### src/rtl/ow_netcmd_pkg.sv
package ow_netcmd_pkg;

  localparam int FAM_W  = 8;
  localparam int SER_W  = 48;
  localparam int CRC_W  = 8;
  localparam int BODY_W = FAM_W + SER_W;
  localparam int ID_W   = BODY_W + CRC_W;

  localparam logic [7:0] NC_READ     = 8'h33;
  localparam logic [7:0] NC_MATCH    = 8'h55;
  localparam logic [7:0] NC_SEARCH   = 8'hF0;
  localparam logic [7:0] NC_SKIP     = 8'hCC;
  localparam logic [7:0] NC_RESUME   = 8'hA5;
  localparam logic [7:0] NC_OD_SKIP  = 8'h3C;
  localparam logic [7:0] NC_OD_MATCH = 8'h69;

  typedef enum logic [2:0] {
    ST_CMD,
    ST_READ,
    ST_MATCH,
    ST_SRCH_ID,
    ST_SRCH_CMP,
    ST_SRCH_DIR,
    ST_SEL,
    ST_OFF
  } net_state_e;

  // One step of the reflected x^8+x^5+x^4+1 register (bit 0 is the output end).
  function automatic logic [CRC_W-1:0] crc8_step(input logic [CRC_W-1:0] crc,
                                                 input logic din);
    logic fb;
    fb = crc[0] ^ din;
    crc8_step = {1'b0, crc[CRC_W-1:1]} ^ ({CRC_W{fb}} & 8'h8C);
  endfunction

endpackage

### src/rtl/ow_crc_gen.sv
module ow_crc_gen
  import ow_netcmd_pkg::*;
#(
  parameter logic [FAM_W-1:0] FAMILY_CODE = 8'h2D,
  parameter logic [SER_W-1:0] SERIAL_NO   = 48'h0001_A5C3_7E19
) (
  input  logic            clk,
  input  logic            rst_n,
  output logic [ID_W-1:0] id_word,
  output logic            id_ready,
  output logic            crc_ok
);

  localparam int PW = $clog2(ID_W + 1);
  localparam logic [BODY_W-1:0] BODY = {SERIAL_NO, FAMILY_CODE};

  logic [PW-1:0]    pos_q;
  logic [CRC_W-1:0] crc_q, crc_byte_q, crc_next;
  logic             ready_q, ok_q;
  logic             din;
  logic             in_body;

  assign in_body  = (pos_q < PW'(BODY_W));
  assign din      = in_body ? BODY[pos_q[5:0]] : crc_byte_q[pos_q[2:0]];
  assign crc_next = crc8_step(crc_q, din);

  always_ff @(posedge clk or negedge rst_n) begin
    if (!rst_n) begin
      pos_q      <= '0;
      crc_q      <= '0;
      crc_byte_q <= '0;
      ready_q    <= 1'b0;
      ok_q       <= 1'b0;
    end else if (!ready_q) begin
      crc_q <= crc_next;
      pos_q <= pos_q + 1'b1;
      if (pos_q == PW'(BODY_W - 1)) crc_byte_q <= crc_next;
      if (pos_q == PW'(ID_W - 1)) begin
        ready_q <= 1'b1;
        ok_q    <= (crc_next == '0);
      end
    end
  end

  assign id_word  = {crc_byte_q, BODY};
  assign id_ready = ready_q;
  assign crc_ok   = ok_q;

  // shifting the stored CRC behind the body must always cancel to zero.
  p_residue_zero_r2: assert property (@(posedge clk) disable iff (!rst_n)
    $rose(id_ready) |-> crc_ok);

  p_ready_sticks_r2: assert property (@(posedge clk) disable iff (!rst_n)
    id_ready |=> id_ready && $stable(id_word));

endmodule

### src/rtl/ow_flags.sv
module ow_flags (
  input  logic clk,
  input  logic rst_n,
  input  logic bus_reset,
  input  logic od_active,
  input  logic set_rf,
  input  logic clr_rf,
  input  logic set_od,
  output logic rf,
  output logic od_en
);

  always_ff @(posedge clk or negedge rst_n) begin
    if (!rst_n) begin
      rf    <= 1'b0;
      od_en <= 1'b0;
    end else begin
      if (set_rf)      rf <= 1'b1;
      else if (clr_rf) rf <= 1'b0;

      if (bus_reset && !od_active) od_en <= 1'b0;
      else if (set_od)             od_en <= 1'b1;
    end
  end

  p_rf_excl_r9: assert property (@(posedge clk) disable iff (!rst_n)
    !(set_rf && clr_rf));

  p_od_std_reset_r11: assert property (@(posedge clk) disable iff (!rst_n)
    (bus_reset && !od_active) |=> !od_en);

  p_od_keep_r11: assert property (@(posedge clk) disable iff (!rst_n)
    (bus_reset && od_active) |=> $stable(od_en));

  // at the high rate no command may raise the overdrive request.
  p_od_no_set_fast_r12: assert property (@(posedge clk) disable iff (!rst_n)
    (od_active && !od_en) |=> !od_en);

endmodule

### src/rtl/ow_net_fsm.sv
module ow_net_fsm
  import ow_netcmd_pkg::*;
(
  input  logic            clk,
  input  logic            rst_n,
  input  logic            bus_reset,
  input  logic            od_active,
  input  logic            rx_valid,
  input  logic            rx_bit,
  input  logic            tx_req,
  input  logic            id_ready,
  input  logic [ID_W-1:0] id_word,
  input  logic            rf,
  output logic            tx_bit,
  output logic            selected,
  output logic            set_rf,
  output logic            clr_rf,
  output logic            set_od
);

  localparam int CNT_W = $clog2(ID_W);

  net_state_e       state_q, state_d;
  logic [CNT_W-1:0] cnt_q, cnt_d;
  logic [6:0]       sr_q, sr_d;
  logic [2:0]       ccnt_q, ccnt_d;

  logic       rx_ok, tx_ok, id_bit, last_bit;
  logic [7:0] cmd_byte;
  logic       ev_cmd_byte, ev_id_miss, ev_id_done;

  assign rx_ok    = rx_valid & id_ready;
  assign tx_ok    = tx_req & id_ready;
  assign id_bit   = id_word[cnt_q];
  assign last_bit = (cnt_q == CNT_W'(ID_W - 1));
  assign cmd_byte = {rx_bit, sr_q};

  assign ev_cmd_byte = (state_q == ST_CMD) && rx_ok && (ccnt_q == 3'd7);
  assign ev_id_miss  = rx_ok && (rx_bit != id_bit) &&
                       (state_q == ST_MATCH || state_q == ST_SRCH_DIR);
  assign ev_id_done  = rx_ok && (rx_bit == id_bit) && last_bit &&
                       (state_q == ST_MATCH || state_q == ST_SRCH_DIR);

  always_comb begin
    state_d = state_q;
    cnt_d   = cnt_q;
    sr_d    = sr_q;
    ccnt_d  = ccnt_q;
    set_rf  = 1'b0;
    clr_rf  = 1'b0;
    set_od  = 1'b0;
    if (bus_reset) begin
      state_d = ST_CMD;
      cnt_d   = '0;
      ccnt_d  = '0;
    end else begin
      unique case (state_q)
        ST_CMD: if (rx_ok) begin
          sr_d   = {rx_bit, sr_q[6:1]};
          ccnt_d = ccnt_q + 3'd1;
          cnt_d  = '0;
          if (ev_cmd_byte) begin
            unique case (cmd_byte)
              NC_READ:   begin state_d = ST_READ; clr_rf = 1'b1; end
              NC_MATCH:  state_d = ST_MATCH;
              NC_SEARCH: state_d = ST_SRCH_ID;
              NC_SKIP:   begin state_d = ST_SEL; clr_rf = 1'b1; end
              NC_RESUME: state_d = rf ? ST_SEL : ST_OFF;
              NC_OD_SKIP: begin
                state_d = ST_SEL;
                clr_rf  = 1'b1;
                set_od  = !od_active;
              end
              NC_OD_MATCH: begin
                state_d = ST_MATCH;
                set_od  = !od_active;
              end
              default: state_d = ST_OFF;
            endcase
          end
        end
        ST_READ: if (tx_ok) begin
          cnt_d = cnt_q + 1'b1;
          if (last_bit) state_d = ST_SEL;
        end
        ST_MATCH: if (rx_ok) begin
          cnt_d = cnt_q + 1'b1;
          if (ev_id_miss) begin
            state_d = ST_OFF;
            clr_rf  = 1'b1;
          end else if (last_bit) begin
            state_d = ST_SEL;
            set_rf  = 1'b1;
          end
        end
        ST_SRCH_ID:  if (tx_ok) state_d = ST_SRCH_CMP;
        ST_SRCH_CMP: if (tx_ok) state_d = ST_SRCH_DIR;
        ST_SRCH_DIR: if (rx_ok) begin
          cnt_d = cnt_q + 1'b1;
          if (ev_id_miss) begin
            state_d = ST_OFF;
            clr_rf  = 1'b1;
          end else if (last_bit) begin
            state_d = ST_SEL;
            set_rf  = 1'b1;
          end else begin
            state_d = ST_SRCH_ID;
          end
        end
        default: ;
      endcase
    end
  end

  always_ff @(posedge clk or negedge rst_n) begin
    if (!rst_n) begin
      state_q <= ST_CMD;
      cnt_q   <= '0;
      sr_q    <= '0;
      ccnt_q  <= '0;
    end else begin
      state_q <= state_d;
      cnt_q   <= cnt_d;
      sr_q    <= sr_d;
      ccnt_q  <= ccnt_d;
    end
  end

  always_comb begin
    unique case (state_q)
      ST_READ, ST_SRCH_ID: tx_bit = id_bit;
      ST_SRCH_CMP:         tx_bit = ~id_bit;
      default:             tx_bit = 1'b1;
    endcase
  end

  assign selected = (state_q == ST_SEL);

  p_reset_desel_r11: assert property (@(posedge clk) disable iff (!rst_n)
    bus_reset |=> !selected);

  // selection only ever follows a slot handed up by the transport.
  p_sel_from_slot_r4: assert property (@(posedge clk) disable iff (!rst_n)
    $rose(selected) |-> $past(rx_valid || tx_req));

  p_not_ready_idle_r3: assert property (@(posedge clk) disable iff (!rst_n)
    !id_ready |-> (!selected && tx_bit));

  // a disagreeing bit drops the device and releases the line.
  p_miss_drops_r6: assert property (@(posedge clk) disable iff (!rst_n)
    (ev_id_miss && !bus_reset) |=> (!selected && tx_bit));

  p_done_selects_r7: assert property (@(posedge clk) disable iff (!rst_n)
    (ev_id_done && !bus_reset) |=> selected);

  p_byte_leaves_cmd_r4: assert property (@(posedge clk) disable iff (!rst_n)
    (ev_cmd_byte && !bus_reset) |=> (state_q != ST_CMD));

endmodule

### src/rtl/ow_netcmd.sv
module ow_netcmd
  import ow_netcmd_pkg::*;
#(
  parameter logic [FAM_W-1:0] FAMILY_CODE = 8'h2D,
  parameter logic [SER_W-1:0] SERIAL_NO   = 48'h0001_A5C3_7E19
) (
  input  logic clk,
  input  logic rst_n,
  input  logic bus_reset,
  input  logic od_active,
  input  logic rx_valid,
  input  logic rx_bit,
  input  logic tx_req,
  output logic tx_bit,
  output logic selected,
  output logic od_en,
  output logic id_ready,
  output logic crc_ok
);

  logic [ID_W-1:0] id_word;
  logic            rf, set_rf, clr_rf, set_od;

  ow_crc_gen #(.FAMILY_CODE(FAMILY_CODE), .SERIAL_NO(SERIAL_NO)) u_crc (
    .clk      (clk),
    .rst_n    (rst_n),
    .id_word  (id_word),
    .id_ready (id_ready),
    .crc_ok   (crc_ok)
  );

  ow_net_fsm u_fsm (
    .clk       (clk),
    .rst_n     (rst_n),
    .bus_reset (bus_reset),
    .od_active (od_active),
    .rx_valid  (rx_valid),
    .rx_bit    (rx_bit),
    .tx_req    (tx_req),
    .id_ready  (id_ready),
    .id_word   (id_word),
    .rf        (rf),
    .tx_bit    (tx_bit),
    .selected  (selected),
    .set_rf    (set_rf),
    .clr_rf    (clr_rf),
    .set_od    (set_od)
  );

  ow_flags u_flags (
    .clk       (clk),
    .rst_n     (rst_n),
    .bus_reset (bus_reset),
    .od_active (od_active),
    .set_rf    (set_rf),
    .clr_rf    (clr_rf),
    .set_od    (set_od),
    .rf        (rf),
    .od_en     (od_en)
  );

endmodule

### config.mk
export PLATFORM = sky130hd
export DESIGN_NAME = ow_netcmd
export DESIGN_NICKNAME = d
export VERILOG_FILES = /design/src/rtl/ow_netcmd_pkg.sv /design/src/rtl/ow_crc_gen.sv /design/src/rtl/ow_flags.sv /design/src/rtl/ow_net_fsm.sv /design/src/rtl/ow_netcmd.sv
export SDC_FILE = /design/constraint.sdc
export NUM_CORES = 1
export LEC_CHECK = 0
export ABC_AREA = 1
export BUFFER_PORTS_ARGS = -buffer_cell sky130_fd_sc_hd__buf_2
export CAP_MARGIN = 10
export CELL_PAD_IN_SITES_DETAIL_PLACEMENT = 0
export CELL_PAD_IN_SITES_GLOBAL_PLACEMENT = 1
export CORE_MARGIN = 4
export CORE_UTILIZATION = 46
export CTS_CLUSTER_SIZE = 10
export DETAILED_ROUTE_END_ITERATION = 16
export GPL_TIMING_DRIVEN = 1
export PLACE_DENSITY_LB_ADDON = 0.1
export SETUP_SLACK_MARGIN = 0.02
export SYNTH_ARGS = -nofsm -noshare
export SYNTH_HDL_FRONTEND = slang
export SYNTH_HIERARCHICAL = 1
export SYNTH_SLANG_ARGS = --single-unit
export TNS_END_PERCENT = 50
### constraint.sdc
create_clock -name clk -period 2.2 [get_ports clk]
set_input_delay 0.11 -clock clk [delete_from_list [all_inputs] [get_ports clk]]
set_output_delay 0.11 -clock clk [all_outputs]
set_load 0.1 [all_outputs]
# Word-level counts from Yosys, hierarchy flattened
# Memory sizes are Yosys's and may differ from the RTL's.
# Cells that the tools add are included.
# word_totals
wordCells	132
n_memories	1
ff_bits	46
inputBits	7
output_inout_bits	5
romBits	64
# classes
add_sub_neg	3
n_eq_ne	26
bitwise_logic	7
n_mux	53
reduce_logical	27
n_lt_le_gt_ge	4
# memory_table
memory	depth	width	read_ports	rd_clocked_by_memory_dff	wr	line_no	rtl
(no name shown)	64	1	1	0	0	ow_crc_gen.sv:24	assign din = in_body ? BODY[pos_q[5:0]] : crc_byte_q[pos_q[2:0]];
# ops
op	count
2-to-1 mux 3 bit	15
2-to-1 mux 1 bit	27
equality test 8 bit (second input constant)	3
2-to-1 mux 6 bit	4
!= test 3 x 2 -> 1 bit (second input constant)	7
one-hot mux 3 bit (6 select lines)	1
one-hot mux 6 bit (3 select lines)	1
equality test 8 x 6 -> 1 bit (second input constant)	2
equality test 8 x 7 -> 1 bit (second input constant)	2
one-hot mux 3 bit (5 select lines)	1
equality test 7 x 6 -> 1 bit (second input constant)	2
less-than comparator 6 x 7 -> 1 bit (second input constant)	2
equality test 3 bit (second input constant)	4
OR reduction 2 bit	5
zero test 8 bit	1
AND reduction 8 bit	1
nonzero test 2 bit	4
bitwise XOR 7 x 8 -> 8 bit	1
adder 7 x 1 -> 7 bit (second input constant)	1
less-than comparator 7 x 6 -> 1 bit (second input constant)	1
nonzero test 7 bit	1
adder 6 x 1 -> 6 bit (second input constant)	1
binary-select mux 1 bit (select 6 bit)	1
equality test 3 x 2 -> 1 bit (second input constant)	2
20 further kinds	30

# Longest topological paths before layout
# Gate-level depths: netlist of the first run.
# logic_depth
ltp_word	11
ltp_mapped	19
ltp_nobuf	17

# Cells and area by module
# The synthesis of the first run kept the hierarchy.
# by_module_without_submodules
mod	area_per_inst_um2	cells_per_inst	seq_area_each_um2	instances
ow_net_fsm	2060.7	362	475.5	1
ow_crc_gen	1778.0	225	625.6	1
ow_flags	87.6	8	50.0	1

# Worst setup path before layout of the first run
# No wires, ideal clock.
# synth_path
kind	flip-flop to output port
startpoint	register u_fsm.cnt_q[0]
endpoint	output tx_bit
slack_ns	-0.578
arrival_ns	2.668
required_ns	2.090
path_buffers	2
path_stages_with_launch	12
path_cell_list	dfrtp_1 buf_6 buf_4 nand2_1 nand3_1 nand3_1 nand3_1 nand2_1 nand2_1 nand3_1 nand2_1 o211ai_1
# synth_between
elab_chain_cells	4
# synth_rtl
element	line_no	rtl
start: declaration	ow_net_fsm.sv:24	logic [CNT_W-1:0] cnt_q, cnt_d;
start signal: assignment	ow_net_fsm.sv:123	cnt_q <= cnt_d;
binary-select mux 1 bit (select 6 bit) (*)	ow_net_fsm.sv:34	assign id_bit = id_word[cnt_q];
2-to-1 mux 1 bit (implied by the code) (*)	ow_net_fsm.sv:34	
NOT 1 bit	ow_net_fsm.sv:132	ST_SRCH_CMP: tx_bit = ~id_bit;
one-hot mux 1 bit (2 select lines) (*)	ow_net_fsm.sv:130	unique case (state_q)
end: declaration	ow_netcmd.sv:14	output logic tx_bit,
# Every way passes the cells marked *; elsewhere a longest branch is shown, timed or not. The select of a mux whose other input is x is not followed.

# Worst setup path after layout of the first run
# Same ends and word-level chain as after synthesis.

==> impl_metrics.py, run 1 <==
metrics = {
    "synth": {
        "synth_top_cells_by_count": "nand2_1, nand3_1, inv_1",
        "async_reset_ff_share_pct": 100.0,
        "yosys-top-cells-area": "dfrtp_1, nand2_1, buf_4",
        "ys.flop_type": "dfrtp_1",
        "seq_area_frac_synth_pct": 29.32,
        "synth_cells": 595,
        "syn-cell-area_sq_um": 3926,
        "synth_warnings": 6,
        "synthDistinctLibCells": 38,
        "synth-edff-count": 0,
        "synth.top_cell.area_share_pct": 29.32,
        "yosysMostFrequentCell": "nand2_1",
        "ys_seq_elements": 46,
        "yosysTopAreaCell": "dfrtp_1",
        "avgSynthCellArea_sq_um": 6.599,
    },
    "critical_path": {
        "critical_path.top_delay_family": "simple AND/OR/NAND/NOR gates",
        "worst-path-buf-inv": 2,
        "path_max_fanout": 6,
        "critPathArrivalTime_ps": 2070,
        "required_ps": 2090,
        "cp_slowest_cell": "dfrtp_2",
        "worstPathCellList": "buf_6 -> nand2_1 -> nand3_1 -> nand3_1 -> nand3_1 -> nand2_1 -> nand2_1 -> nand3_2 -> nand2_2 -> o211ai_1 -> buf_12",
        "ff2ff_setup_slack_ps": 210,
        "crit_path_start": "u_fsm/cnt_q[0]",
        "worstSetupStartpointType": "flop",
        "r2r-start": "u_fsm/cnt_q[0]",
        "cp-end-kind": "output pin",
        "slowest_delay_ps": 520,
        "path_class": "flop to output pin",
    },
    "route": {
        "wl_per_cell_microns": 11.47,
        "drc": 0,
        "routed_wl_microns": 8278,
        "dr_total_vias": 3388,
        "vias_per_cell": 4.693,
        "drt_iter0_drc": 152,
        "ant_nets": 0,
        "first_pass_iters": 4,
    },
    "placement": {
        "post-dp-hpwl_microns": 6064,
        "port_buffers": 11,
        "gp_congestion": 0.8588,
        "place_area_sq_um": 3841,
    },
    "grt": {
        "grt_pass1_vias": 3045,
        "antenna_found_initial": 0,
        "grt_start_max_net_pins": 29,
        "track_usage_pct": 17.23,
        "grt_overflow": 0,
        "grt_pass1_wl_microns": 14310,
    },
    "clocking": {
        "cts_tree": "done",
        "cts.sinks": 46,
        "clock_latency_ps": 290,
        "h-tree-depth": 2,
        "cts_made_buffers": 5,
        "cts-root-buf": "clkbuf_8",
        "clk_pin_slew_ps": 80,
        "clockBufferDepth": 2,
    },
    "power": {
        "p_leak_nw": 2.196,
        "p_per_area_nw_per_um2": 746.9,
        "p_total_mw": 3.059,
        "vdd_drop_max_mv": 0.3404,
    },
    "floorplan": {
        "die-area_sq_um": 10080,
        "io_pins": 12,
        "fp.dieW_microns": 100.4,
        "core_sq_um": 8258,
        "start_util_pct": 47.55,
        "fp.dieH_microns": 100.4,
        "rows": 33,
    },
    "sta": {
        "drv_slew": 0,
        "hold_viol": 0,
        "setup_tns_ps": 0,
        "worst_slew_pin_slew_ps": 645.7,
        "max_freq_mhz": 458.8,
        "period_minus_slack_ps": 2180,
        "slew-limit-headroom_pct": 56.95,
        "period_share_pct": 99.07,
        "holdWs_ps": 61.36,
        "setup-violations-final": 0,
        "grt_setup_unrepaired": "yes",
        "clock_skew_ps": 5.532,
    },
    "cells_and_area": {
        "diodes": 0,
        "drive_gt1_share_pct": 12.48,
        "post-route-util_pct": 49.59,
        "areaGrowthSynthToFinish_pct": 4.302,
        "design_area_sq_um": 4095,
        "fin_nets": 633,
    },
    "min_path": {
        "hp-class": "input port to flop",
        "hold_start": "od_active",
    },
    "run_status": {
        "status": "finished clean",
    },
    "job": {
        "max-cap-violations": 0,
    },
}
metrics by stage:
stage	std cells	worst slack, ps
2_1_floorplan	649	-577.9
4_1_cts	722	-11.65
5_1_grt	722	-132.9
6_report	722	20.47
3_5_place_dp	701	125.1
3_3_place_gp	701	151.4
tightest hold or removal path, cell delays in order:
cell	delay (ps)
buf_2	90
nor2_1	40
nor2_1	70
state kept, by name, summed over array words and instances (netlist names):
| signal | count |
|---|---|
| u_fsm/state_q | 3 |
| u_flags/rf | 1 |
| u_crc/crc_q | 8 |
| u_crc/crc_ok | 1 |
| u_crc/pos_q | 7 |
| u_fsm/cnt_q | 6 |
| u_flags/od_en | 1 |
| u_crc/crc_byte_q | 8 |
| u_fsm/sr_q | 7 |
| u_crc/id_ready | 1 |
| u_fsm/ccnt_q | 3 |
cell type report:
cell class                 count  area [sq um]
fill                         871          4163
multi-input combinational    451          2152
sequential                    46          1155
inverter                      80         311.5
timing repair buffer          33         256.5
tap                          105         131.4
clock buffer                   6         82.58
timing repair inverter         1         6.256
metal layers:
layer / vias up / global-route usage, % / wire (microns)
met5: - / 0 / 0
met2: 37 / 28.29 / 3861
li1: 1826 / - / -
met4: 0 / 3.420 / 44
met3: 5 / 2.432 / 219
met1: 1520 / 24.28 / 4154
where the power goes:
| part | switching, mW | internal [mW] | leakage (nW) | total, mW |
|---|---|---|---|---|
| Clock | 0.272 | 0.243 | 0.0431 | 0.514 |
| Combinational | 1.03 | 0.543 | 1.57 | 1.57 |
| Sequential | 0.0905 | 0.886 | 0.585 | 0.976 |
| Total | 1.39 | 1.67 | 2.20 | 3.06 |
path summary, 6_finish.rpt:
| check | endpoint | cells after the start |
|---|---|---|
| hold / removal | u_flags/od_en | 3 |
| hold reg to reg | u_crc/crc_q[5] | 2 |
| min in group asynchronous | u_fsm/state_q[2] | 2 |
| setup / recovery | tx_bit | 11 |
| setup reg to reg | u_fsm/state_q[0] | 13 |
| max in group asynchronous | u_crc/pos_q[3] | 3 |
cell usage in the layout (no fill, tap or decap), types with 2 or more instances in the layout:
cell      instances
inv_1            70
nand2_1         188
nand3_1          73
buf_6             3
o21ai_0          20
a31oi_1           2
o21ai_2           6
nand2_2           6
o211ai_1          2
dfrtp_1          43
inv_2             8
a21oi_1          19
conb_1           56
nor3_1           11
nor2_2            4
o21ai_1           6
nor4_4            3
nand3_2           3
nor2_1           22
ha_1              8
nor4_1            5
buf_4            17
xor2_1            3
nand4_1           4
clkbuf_8          6
buf_2            10
dfrtp_2           3
cell families (layout without fill, tap and decap cells):
kind of cell             after synthesis  in the layout  share of synthesized area, %
AO/OA/AOI/OAI                         60             60                         9.051
XOR/XNOR                               4              4                        0.8925
adder cells (fa/ha/maj)                8              8                         2.549
buffers and inverters                152            120                         21.77
flip-flops                            46             46                         29.32
other                                  2             56                        0.1913
AND/OR/NAND/NOR                      323            323                         36.23
what timing repair did:
action / CTS / global route
setup buffers: 12 / 0
hold buffers: 1 / 0
resized for setup: 16 / 1
endpoints found under the setup margin: 1 / 2
cloned: 2 / 0
pin swaps: 6 / 1
endpoints found under the hold margin: 26 / 0
Power figures use the tool's default switching activity.
==> inputs of run 2 (changes only) <==
==> constraint.sdc (replaced) <==
create_clock -name clk -period 2.5 [get_ports clk]
set_input_delay 0.125 -clock clk [delete_from_list [all_inputs] [get_ports clk]]
set_output_delay 0.125 -clock clk [all_outputs]
set_load 0.1 [all_outputs]
==> run 2 against run 1 <==
  * Register-to-register slack improved by 270 ps
  * First-iteration DRC count is 11% lower
  * Cell area is 3.5% lower
  * Global-route usage decreased by 0.11 points
  * Largest power group unchanged
==> impl_metrics.py, run 2 (synthesized netlist as in run 1, its figures left out) <==
metrics = {
    "run_status": {
        "status": "finished clean",
    },
    "route": {
        "vias_per_cell": 4.642,
        "first_pass_iters": 4,
        "routed_wl_microns": 8027,
        "drt_iter0_drc": 136,
        "wl_per_cell_microns": 11.35,
        "ant_nets": 0,
        "dr_total_vias": 3282,
        "drc": 0,
    },
    "power": {
        "vdd_drop_max_mv": 0.3003,
        "p_per_area_nw_per_um2": 666.6,
        "p_leak_nw": 2.122,
    },
    "cells_and_area": {
        "final_common_cell": "nand2_1",
        "drive_gt1_share_pct": 8.804,
        "post-route-util_pct": 47.86,
        "largestRegisters": "u_crc/crc_byte_q: 8 flops, u_crc/crc_q: 8 flops",
        "areaGrowthSynthToFinish_pct": 0.6692,
        "diodes": 0,
        "final_cell_mix": "nand2_1, nand3_1, inv_1, conb_1, dfrtp_1",
        "design_area_sq_um": 3953,
        "fin_nets": 617,
    },
    "critical_path": {
        "path_max_fanout": 35,
        "crit_path_start": "u_fsm/cnt_q[0]",
        "reg2reg_to": "u_crc/crc_ok",
        "r2r-start": "u_crc/pos_q[0]",
        "critical_path.top_delay_family": "simple AND/OR/NAND/NOR gates",
        "critPathArrivalTime_ps": 2130,
        "path_class": "flop to output pin",
        "crit_path_frequent_cell": "nand2_1",
        "cp-end-kind": "output pin",
        "worst-path-buf-inv": 2,
        "cp_slowest_cell": "dfrtp_1",
        "worstPathCellList": "inv_6 -> nand2_1 -> nand2_1 -> nand2_1 -> nand3_1 -> nand3_1 -> nand2_1 -> nand2_1 -> nand3_1 -> nand2_1 -> o211ai_1 -> buf_12",
        "worstSetupStartpointType": "flop",
        "slowest_delay_ps": 440,
        "ff2ff_setup_slack_ps": 480,
        "required_ps": 2380,
        "rr_worst_depth": 14,
    },
    "min_path": {
        "hp-class": "input port to flop",
        "hold_start": "od_active",
        "hold_end": "u_flags/od_en",
        "holdPathStages": 3,
    },
    "placement": {
        "gp_congestion": 0.8330,
        "dpl_worst_slack_ps": 486.4,
        "place_area_sq_um": 3826,
        "port_buffers": 11,
        "post-dp-hpwl_microns": 6132,
    },
    "floorplan": {
        "die-area_sq_um": 10080,
        "fp.dieH_microns": 100.4,
        "fp.dieW_microns": 100.4,
        "core_sq_um": 8258,
        "start_util_pct": 47.55,
        "io_pins": 12,
        "rows": 33,
    },
    "grt": {
        "grt_overflow": 0,
        "track_usage_pct": 17.12,
        "grt_start_max_net_pins": 36,
        "grt_pass1_wl_microns": 14150,
        "antenna_found_initial": 0,
        "grt_pass1_vias": 3067,
    },
    "sta": {
        "hold_viol": 0,
        "max_freq_mhz": 442.5,
        "period_minus_slack_ps": 2260,
        "fin_ws_ps": 240.3,
        "setup_tns_ps": 0,
        "setup-violations-final": 0,
        "period_share_pct": 90.39,
        "grt_setup_unrepaired": "no",
        "drv_slew": 0,
        "clock_skew_ps": 6.699,
    },
    "clocking": {
        "clock_latency_ps": 300,
        "cts_tree": "done",
        "h-tree-depth": 2,
        "clk_pin_slew_ps": 90,
        "cts.sinks": 46,
        "cts_made_buffers": 5,
        "cts-root-buf": "clkbuf_8",
        "postCtsSetupBuffers": 0,
        "clockBufferDepth": 2,
    },
    "job": {
        "max-cap-violations": 0,
    },
}
-- run 2: worst max path at each step --
stage	depth (start not counted)	end
floorplan	11	tx_bit
detailed placement	14	u_crc/crc_ok
finish	12	tx_bit
CTS	9	tx_bit
global route	12	tx_bit
global placement	14	u_crc/crc_q[2]
-- run 2: layer usage --
metal	global-route usage [%]	part of all wire (%)	wire, microns
met2	27.62	46	3676
met5	0	0	0
met4	3.834	0.92	74
met1	24.09	50	4040
met3	2.849	2.9	236
-- run 2: timing repair --
| action | CTS | global route |
|---|---|---|
| setup endpoints to repair | 0 | 1 |
| endpoints found under the hold margin | 19 | 0 |
| gates resized for setup | 0 | 2 |
| hold buffers | 1 | 0 |
-- run 2: worst reg2reg max path: stages, from the launching register on --
cell	delay, ps
dfrtp_1	580
inv_2	140
ha_1	310
inv_1	70
nand2_1	50
nand2_1	70
nand2_1	40
nand3_1	60
nand2_1	50
nand2_1	110
nand2_1	110
nand2_2	80
nand2_1	100
nand4_1	100
nand2_1	50
-- run 2: power breakdown --
| part | internal (mW) | leakage [nW] | switching, mW |
|---|---|---|---|
| clock network | 0.320 | 0.0573 | 0.251 |
| logic | 0.379 | 1.48 | 0.845 |
| registers | 0.778 | 0.588 | 0.0623 |
| total | 1.48 | 2.12 | 1.16 |
-- run 2: final cells by class --
| type | instances | area [sq um] |
|---|---|---|
| sequential | 46 | 1152 |
| fill | 889 | 4305 |
| tap | 105 | 131.4 |
| multi-input combinational | 451 | 2123 |
| inverter | 80 | 307.8 |
| timing repair buffer | 18 | 125.1 |
| clock inverter | 1 | 30.03 |
| clock buffer | 6 | 82.58 |
-- run 2: metrics by stage --
step | hold WS (ps) | power, mW | std cells
2_1_floorplan | -170.6 | 1.932 | 649
3_3_place_gp | 103.2 | 2.079 | 699
3_5_place_dp | 117.6 | 2.071 | 699
4_1_cts | 73.62 | 2.649 | 707
5_1_grt | 93.06 | 2.892 | 707
6_report | 80.83 | 2.635 | 707
==> inputs of run 3 (changes only) <==
--- a/config.mk
+++ b/config.mk
@@ -11,7 +11,8 @@
 export CELL_PAD_IN_SITES_DETAIL_PLACEMENT = 0
 export CELL_PAD_IN_SITES_GLOBAL_PLACEMENT = 1
 export CORE_MARGIN = 4
-export CORE_UTILIZATION = 46
+export CORE_UTILIZATION = 47
+export CTS_BUF_LIST = sky130_fd_sc_hd__clkbuf_8
 export CTS_CLUSTER_SIZE = 10
 export DETAILED_ROUTE_END_ITERATION = 16
 export GPL_TIMING_DRIVEN = 1
==> run 3 against run 2 <==
  * Total power grew 0.24%
  * Setup slack lost 37 ps
  * First-iteration DRC count increased by 12%
  * Final cell count increased by 0.14%
  * Sequential power grew 2%
  * Clock power about the same
  * Register-to-register slack about the same
  * Sequential cell count is the same
  * Critical path type unchanged
  * Critical endpoint unchanged
  * Largest cell class unchanged
  * Largest power group unchanged
==> impl_metrics.py, run 3 (synthesized netlist as in run 1, its figures left out) <==
metrics = {
    "run_status": {
        "status": "finished clean",
    },
    "sta": {
        "drv_slew": 0,
        "hold_viol": 0,
        "fin_ws_ps": 203.8,
        "holdWs_ps": 92.36,
        "slew-limit-headroom_pct": 61.17,
        "worst_slew_pin_slew_ps": 582.4,
        "max_freq_mhz": 435.5,
        "period_share_pct": 91.85,
        "setup-violations-final": 0,
        "period_minus_slack_ps": 2296,
        "clock_skew_ps": 8.281,
        "setup_tns_ps": 0,
        "grt_setup_unrepaired": "no",
    },
    "clocking": {
        "clockBufferDepth": 2,
        "postCtsSetupBuffers": 0,
        "clock_latency_ps": 300,
        "cts_tree": "done",
        "cts-root-buf": "clkbuf_8",
        "cts.sinks": 46,
        "h-tree-depth": 2,
        "cts_made_buffers": 5,
        "clk_pin_slew_ps": 90,
    },
    "power": {
        "vdd_drop_max_mv": 0.4091,
        "p_leak_nw": 2.120,
        "p_per_area_nw_per_um2": 666.8,
    },
    "route": {
        "vias_per_cell": 4.695,
        "dr_total_vias": 3324,
        "routed_wl_microns": 7985,
        "first_pass_iters": 4,
        "drt_iter0_drc": 152,
        "wl_per_cell_microns": 11.28,
        "ant_nets": 0,
        "drc": 0,
    },
    "placement": {
        "dpl_worst_slack_ps": 375.9,
        "gp_congestion": 0.8417,
        "port_buffers": 11,
        "dp_cells": 699,
        "post-dp-hpwl_microns": 5983,
    },
    "critical_path": {
        "rr_worst_depth": 14,
        "cp-end-kind": "output pin",
        "required_ps": 2380,
        "worstSetupStartpointType": "flop",
        "path_class": "flop to output pin",
        "ff2ff_setup_slack_ps": 490,
        "reg2reg_to": "u_crc/crc_ok",
        "path_max_fanout": 29,
        "critPathArrivalTime_ps": 2170,
        "r2r-start": "u_crc/pos_q[0]",
    },
    "job": {
        "max-cap-violations": 0,
    },
    "floorplan": {
        "start_util_pct": 48.03,
        "die-area_sq_um": 9880,
        "fp.dieW_microns": 99.40,
        "io_pins": 12,
        "rows": 33,
        "core_sq_um": 8175,
        "fp.dieH_microns": 99.40,
    },
    "cells_and_area": {
        "largestRegisters": "u_crc/crc_byte_q: 8 flops, u_crc/crc_q: 8 flops",
        "drive_gt1_share_pct": 9.287,
        "finalNonFillerCells": 708,
        "seqCellArea_sq_um": 1155,
        "fin_nets": 617,
        "post-route-util_pct": 48.45,
        "final_cell_mix": "nand2_1, nand3_1, inv_1, conb_1, dfrtp_1",
        "areaGrowthSynthToFinish_pct": 0.8923,
        "nFillCells": 878,
        "final_common_cell": "nand2_1",
        "multi_input_area_sq_um": 2123,
        "diodes": 0,
    },
    "min_path": {
        "hp-class": "input port to flop",
        "hold_start": "od_active",
        "holdPathStages": 3,
        "hold_end": "u_flags/od_en",
    },
    "grt": {
        "grt_pass1_vias": 3131,
        "track_usage_pct": 17.48,
        "grt_start_max_net_pins": 36,
        "antenna_found_initial": 0,
        "grt_overflow": 0,
        "grt_pass1_wl_microns": 14370,
    },
}
==> run 3: changes by cell type in the layout (fill, tap and decap cells not counted), sizes merged <==
cell	before	now
inv	80	81
clkbuf	6	5
clkinv	0	1
==> run 3: worst max path at each step <==
stage,cells after the start,startpoint,to
detailed placement,12,u_fsm/cnt_q[0],u_flags/rf
CTS,10,u_fsm/cnt_q[0],tx_bit
global placement,12,u_fsm/cnt_q[0],tx_bit
global route,10,u_fsm/cnt_q[0],tx_bit
floorplan,11,u_fsm/cnt_q[0],tx_bit
finish,10,u_fsm/cnt_q[0],tx_bit
==> run 3: routing by layer <==
layer / up-vias / wire [microns] / share of wire (%) / global-route usage, %
li1: 1793 / - / - / -
met1: 1477 / 4015 / 50 / 24.63
met2: 48 / 3678 / 46 / 27.58
met3: 6 / 232 / 2.9 / 2.945
met4: 0 / 59 / 0.74 / 5.252
met5: - / 0 / 0 / 0
==> run 3: per-stage QoR <==
step | area [sq um] | total power, mW
final | 3961 | 2.641
after global routing | 3961 | 2.884
after CTS | 3949 | 2.645
after detailed placement | 3826 | 2.059
after global placement | 3826 | 2.060
after floorplan | 4129 | 1.932
==> run 3: critical path, cell delays in order (launching register included) <==
cell	delay, ps
dfrtp_2	490
buf_6	260
nand2_1	80
nand3_1	90
nand3_1	100
nand2_1	80
nand3_1	90
nand3_1	130
nand2_1	80
o211ai_1	270
buf_12	220
==> run 3: repair_timing <==
item / 4_1_cts / 5_1_grt
hold endpoints to repair: 20 / 0
resized for setup: 0 / 7
endpoints found under the setup margin: 0 / 1
hold buffers: 1 / 0
==> run 3: final cells by class <==
cell class / count / share of cell area, %
timing repair buffer: 18 / 3.253
tap: 105 / 3.316
inverter: 80 / 7.833
sequential: 46 / 29.15
multi-input combinational: 451 / 53.60
clock inverter: 3 / 1.105
clock buffer: 5 / 1.737
==> run 3: power by group <==
group	switching (mW)	total, mW	internal, mW	leakage (nW)
Sequential	0.0750	0.855	0.780	0.585
Clock	0.269	0.569	0.300	0.0585
Combinational	0.840	1.22	0.378	1.48
